[config.mk]
export PLATFORM = sky130hd
export DESIGN_NAME = sdram_addr_mux
export DESIGN_NICKNAME = d
export VERILOG_FILES = /design/src/rtl/sdram_amux_pkg.sv /design/src/rtl/amux_split.sv /design/src/rtl/amux_rowmap.sv /design/src/rtl/amux_colmap.sv /design/src/rtl/sdram_addr_mux.sv
export SDC_FILE = /design/constraint.sdc
export NUM_CORES = 1
export LEC_CHECK = 0
export CELL_PAD_IN_SITES_DETAIL_PLACEMENT = 1
export CELL_PAD_IN_SITES_GLOBAL_PLACEMENT = 2
export CORE_MARGIN = 3
export CORE_UTILIZATION = 30
export CTS_CLUSTER_SIZE = 16
export DETAILED_ROUTE_END_ITERATION = 7
export PLACE_DENSITY = 0.86
export SLEW_MARGIN = 5
export SYNTH_ARGS = -nofsm -noshare
export SYNTH_HDL_FRONTEND = slang
export SYNTH_SLANG_ARGS = --single-unit
[constraint.sdc]
create_clock -name clk -period 2 [get_ports clk]
set_input_delay 0.5 -clock clk [delete_from_list [all_inputs] [get_ports clk]]
set_output_delay 0.5 -clock clk [all_outputs]
set_load 0.02 [all_outputs]
[src/rtl/sdram_amux_pkg.sv]
package sdram_amux_pkg;

    // Active-low command encodings on {RAS, CAS, WE}
    typedef enum logic [2:0] {
        CMD_ACT = 3'b011,
        CMD_WR  = 3'b100,
        CMD_RD  = 3'b101,
        CMD_NOP = 3'b111
    } sdr_cmd_e;

    typedef enum logic [1:0] {
        ST_IDLE,
        ST_GAP,
        ST_FIN
    } seq_state_e;

endpackage

[src/rtl/amux_split.sv]
module amux_split #(
    parameter int COL_W  = 8,
    parameter int BANK_W = 2,
    parameter int ROW_W  = 12,
    localparam int FLAT_W = COL_W + BANK_W + ROW_W
) (
    input  logic [FLAT_W-1:0] flat_i,
    output logic [COL_W-1:0]  col_o,
    output logic [BANK_W-1:0] bank_o,
    output logic [ROW_W-1:0]  row_o
);
    // LSB upward: column, bank, row
    assign col_o  = flat_i[COL_W-1:0];
    assign bank_o = flat_i[COL_W+BANK_W-1:COL_W];
    assign row_o  = flat_i[FLAT_W-1:COL_W+BANK_W];
endmodule

[src/rtl/amux_rowmap.sv]
module amux_rowmap #(
    parameter int ROW_W  = 12,
    parameter int ADDR_W = 14
) (
    input  logic [ROW_W-1:0]  row_i,
    output logic [ADDR_W-1:0] a_o
);
    // Row lines beyond the configured row width are held low
    for (genvar i = 0; i < ADDR_W; i++) begin : g_line
        if (i < ROW_W) begin : g_used
            assign a_o[i] = row_i[i];
        end else begin : g_unused
            assign a_o[i] = 1'b0;
        end
    end
endmodule

[src/rtl/amux_colmap.sv]
module amux_colmap #(
    parameter int COL_W  = 8,
    parameter int ADDR_W = 14,
    parameter int AP_BIT = 10
) (
    input  logic [COL_W-1:0]  col_i,
    input  logic              row_top_i,
    input  logic              bank_top_i,
    output logic [ADDR_W-1:0] a_o
);
    // Spare column lines carry the extra geometry bits of the narrower-page device
    for (genvar i = 0; i < ADDR_W; i++) begin : g_line
        if (i < COL_W) begin : g_col
            assign a_o[i] = col_i[i];
        end else if (i == COL_W) begin : g_row_echo
            assign a_o[i] = row_top_i;
        end else if (i == COL_W + 1) begin : g_bank_echo
            assign a_o[i] = bank_top_i;
        end else if (i == AP_BIT) begin : g_autopre
            assign a_o[i] = bank_top_i;
        end else begin : g_zero
            assign a_o[i] = 1'b0;
        end
    end
endmodule

[src/rtl/sdram_addr_mux.sv]
module sdram_addr_mux
    import sdram_amux_pkg::*;
#(
    parameter int COL_W      = 8,
    parameter int BANK_W     = 2,
    parameter int ROW_W      = 12,
    parameter int ADDR_W     = 14,
    parameter int AP_BIT     = 10,
    parameter int RCD_CYCLES = 2,
    localparam int FLAT_W    = COL_W + BANK_W + ROW_W,
    localparam int CNT_W     = (RCD_CYCLES < 1) ? 1 : $clog2(RCD_CYCLES + 1)
) (
    input  logic              clk,
    input  logic              rst_n,
    input  logic              req_i,
    input  logic              wr_i,
    input  logic [FLAT_W-1:0] addr_i,
    output logic [ADDR_W-1:0] a_o,
    output logic [BANK_W-1:0] ba_o,
    output logic              ras_n_o,
    output logic              cas_n_o,
    output logic              we_n_o,
    output logic              done_o
);

    typedef struct packed {
        seq_state_e        state;
        logic [CNT_W-1:0]  cnt;
        logic              wr;
        logic              row_top;
        logic [BANK_W-1:0] bank;
        logic [COL_W-1:0]  col;
        logic [ADDR_W-1:0] a;
        logic [BANK_W-1:0] ba;
        sdr_cmd_e          cmd;
        logic              done;
    } seq_t;

    localparam seq_t SEQ_RST = '{ST_IDLE, '0, 1'b0, 1'b0, '0, '0, '0, '0, CMD_NOP, 1'b0};

    seq_t seq_d, seq_q;

    logic [COL_W-1:0]  in_col;
    logic [BANK_W-1:0] in_bank;
    logic [ROW_W-1:0]  in_row;
    logic [ADDR_W-1:0] row_word;
    logic [ADDR_W-1:0] col_word;

    amux_split #(
        .COL_W  (COL_W),
        .BANK_W (BANK_W),
        .ROW_W  (ROW_W)
    ) i_split (
        .flat_i (addr_i),
        .col_o  (in_col),
        .bank_o (in_bank),
        .row_o  (in_row)
    );

    amux_rowmap #(
        .ROW_W  (ROW_W),
        .ADDR_W (ADDR_W)
    ) i_rowmap (
        .row_i (in_row),
        .a_o   (row_word)
    );

    amux_colmap #(
        .COL_W  (COL_W),
        .ADDR_W (ADDR_W),
        .AP_BIT (AP_BIT)
    ) i_colmap (
        .col_i      (seq_q.col),
        .row_top_i  (seq_q.row_top),
        .bank_top_i (seq_q.bank[BANK_W-1]),
        .a_o        (col_word)
    );

    always_comb begin
        seq_d      = seq_q;
        seq_d.cmd  = CMD_NOP;
        seq_d.a    = '0;
        seq_d.ba   = '0;
        seq_d.done = 1'b0;
        unique case (seq_q.state)
            ST_IDLE: begin
                if (req_i) begin
                    seq_d.state   = ST_GAP;
                    seq_d.cnt     = CNT_W'(RCD_CYCLES);
                    seq_d.wr      = wr_i;
                    seq_d.row_top = in_row[ROW_W-1];
                    seq_d.bank    = in_bank;
                    seq_d.col     = in_col;
                    seq_d.cmd     = CMD_ACT;
                    seq_d.a       = row_word;
                    seq_d.ba      = in_bank;
                end
            end
            ST_GAP: begin
                if (seq_q.cnt == '0) begin
                    seq_d.state = ST_FIN;
                    seq_d.cmd   = seq_q.wr ? CMD_WR : CMD_RD;
                    seq_d.a     = col_word;
                    seq_d.ba    = seq_q.bank;
                end else begin
                    seq_d.cnt = seq_q.cnt - 1'b1;
                end
            end
            ST_FIN: begin
                seq_d.state = ST_IDLE;
                seq_d.done  = 1'b1;
            end
            default: seq_d = SEQ_RST;
        endcase
    end

    always_ff @(posedge clk or negedge rst_n) begin
        if (!rst_n) begin
            seq_q <= SEQ_RST;
        end else begin
            seq_q <= seq_d;
        end
    end

    assign a_o     = seq_q.a;
    assign ba_o    = seq_q.ba;
    assign ras_n_o = seq_q.cmd[2];
    assign cas_n_o = seq_q.cmd[1];
    assign we_n_o  = seq_q.cmd[0];
    assign done_o  = seq_q.done;

endmodule

==> results <==
final cells by class:
class                   instances  area [um2]  area share
clock buffers                   6       82.58     0.03839
repair buffers                 50       495.5      0.2304
flip-flops and latches         34       854.6      0.3973
well taps                      70       87.58     0.04072
inverters                       6       22.52     0.01047
multi-input cells              83       595.6      0.2769
clock inverters                 2       12.51    0.005817
cells in the mapped netlist (2+ instances only):
cell type / n / area share
o21ai_0: 12 / 0.037
nand3b_1: 2 / 0.0091
a22o_1: 13 / 0.069
nand2_1: 17 / 0.039
ha_1: 6 / 0.046
buf_2: 3 / 0.0091
a21oi_1: 2 / 0.0061
dfrtp_1: 31 / 0.47
buf_6: 2 / 0.014
nor2_1: 2 / 0.0046
dfstp_2: 3 / 0.048
buf_4: 18 / 0.082
mux2_4: 2 / 0.018
o21ai_2: 9 / 0.048
inv_1: 6 / 0.014
what timing repair did:
action                     4_1_cts  5_1_grt
setup endpoints to repair        0       11
setup buffers                    0        2
hold endpoints to repair         0        0
hold buffers                     0        0
report_power, final:
| group | total [mW] | leakage, nW | switching (mW) | internal (mW) |
|---|---|---|---|---|
| logic | 1.56 | 0.475 | 0.838 | 0.726 |
| registers | 1.04 | 0.443 | 0.108 | 0.935 |
| clock network | 0.530 | 0.0472 | 0.254 | 0.277 |
| total | 3.14 | 0.965 | 1.20 | 1.94 |
worst paths after layout:
kind	endpoint	start	slack, ns	cells after the start
setup / recovery	cas_n_o	cas_n_o	0.11	1
hold / removal	ba_o[0]	seq_q[28]	0.49	2
setup reg to reg	seq_q[33]	seq_q[34]	0.26	6
hold reg to reg	ba_o[0]	seq_q[28]	0.49	2
max in group asynchronous	ras_n_o	rst_n	1.06	2
min in group asynchronous	a_o[11]	rst_n	0.62	2
stage by stage:
stage	std cells	worst slack, ns	hold WS (ns)
floorplan	147	0.4575	0.2044
global placement	241	0.1226	0.4553
detailed placement	241	0.06813	0.4679
CTS	249	0.08375	0.4887
global route	251	0.06627	0.5179
finish	251	0.1069	0.4875
layer usage:
layer,track usage,share of wire
met5,0,0
met2,0.2152,0.51
met3,0.02018,0.036
met4,0.05574,0.018
met1,0.1716,0.43
cell usage in the layout, fill, tap and decap left out, types with 3 or more instances in the layout:
| master | count |
|---|---|
| a22o_1 | 13 |
| buf_4 | 6 |
| clkbuf_8 | 6 |
| clkdlybuf4s50_1 | 43 |
| dfrtp_1 | 31 |
| dfstp_2 | 3 |
| ha_1 | 6 |
| inv_1 | 6 |
| nand2_1 | 17 |
| o21ai_0 | 12 |
| o21ai_2 | 9 |
state kept, by name, indices dropped and copies added, names as in the netlist:
| register | cells |
|---|---|
| a_o | 12 |
| ba_o | 2 |
| cas_n_o | 1 |
| done_o | 1 |
| ras_n_o | 1 |
| seq_q | 16 |
| we_n_o | 1 |
cell families after synthesis:
family | after synthesis | synth area share
other | 1 | 0.002279
buffers and inverters | 30 | 0.1209
AOI/OAI and AO/OA | 40 | 0.1764
adders and majority gates | 6 | 0.04563
and+or+nand+nor | 31 | 0.1042
DFF | 34 | 0.5194
muxes | 4 | 0.03118
==> summary.md <==
| Metric | Value |
|---|---|
| Critical Path Fanout Max | 1 |
| CP cell instances | clkdlybuf4s50_1 |
| Worst path bufs/invs | 1 |
| Layout area overhead | 30.72% |
| CTS Sinks | 34 |
| Reg clk slew, reported paths | 0.07 ns |
| Pwr Total | 3.138 mW |
| Worst path arrival time | 1.39 ns |
| Cts bufs inserted | 5 |
| Fmax | 528.2 MHz |
| Async SR Flop Fraction | 1.000 |
| Worst Setup End Kind | primary output |
| Residual DRC count | 0 |
| Vias in the first global route | 1240 |
| FF+latch count, synth | 34 |
| PortBufs | 43 |
| Rows | 26 |
| Maxcap violations | 0 |
| Final hold violation count | 0 |
| Initial antenna violation count | 0 |
| DRT Pass-1 Iters | 4 |
| Tcrit/Tclk final | 0.9465 |
| Setup_tns | 0 ns |
| GRT Util Overall | 0.1313 |
| CP required | 1.50 ns |
| Final core occ | 0.4132 |
| Unrepaired setup endpoints after global routing | false |
| Final instance area | 0.002151 mm2 |
| Largest net degree at the start of global routing | 35 |
| Status | finished clean |
| Top delay family on crit path | buffers and inverters |
| Initial Utilization | 0.3161 |
| Post-CTS Resized | 0 |
| Iteration-0 DRC count of the detailed router | 48 |
| Pwr Density | 1459 mW/mm2 |
| Die W | 80.06 um |
| Global-route wire length before repair | 6341 um |
| Cell Area, Placed | 0.002041 mm2 |
| Final-report max-slew violation count | 0 |
| CTS max path bufs | 2 |
| Final clock skew | 0.004081 ns |
| Htree depth | 2 |
| Ys flop type | dfrtp_1 |
| Synth Area per Inst | 11.27 um2 |
| Vias | 1142 |
| Vias per cell | 4.550 |
| Final GP Congestion | 0.8207 |
| GR Overflow Total | 0 |
| Setup violators final | 0 |
| Die Footprint | 0.006409 mm2 |
| CTS tree | built |
| Antenna Cells | 0 |
| Post-route ant nets | 0 |
| Yosys warns | 0 |
| Highest-delay cell along the critical path | clkdlybuf4s50_1 |
| Layout cell share with drive strength beyond 1 | 0.1878 |
| Startpoint Class | flop |
| Synth unique cells | 33 |
| Root Buffer Master | clkbuf_8 |
| Post-Route WL | 3795 um |
| Core ar. | 0.005205 mm2 |
| Worst vdd ir | 0.4947 mV |
| Leakage | 0.9651 nW |
| Crit Path Class | flop to primary output |
| EDFF count, synth | 0 |
| Wire per inst | 15.12 um |
| Sequential area share after synthesis | 0.5194 |
| Syn Std Cell Area | 0.001645 mm2 |
| Fill cells | 590 |
| Boundary pin count | 46 |
| Die height | 80.06 um |
| Post-synthesis cell count | 146 |
| CP peak stage delay | 0.59 ns |
| Clk Latency, worst-skew pair | 0.28 ns |
| Nets | 212 |
| Fin crit period | 1.893 ns |
| Worst hold path class | flop to flop |
| Post-DP HPWL | 2844 um |
No activity file was read; power rests on OpenSTA's default activity.
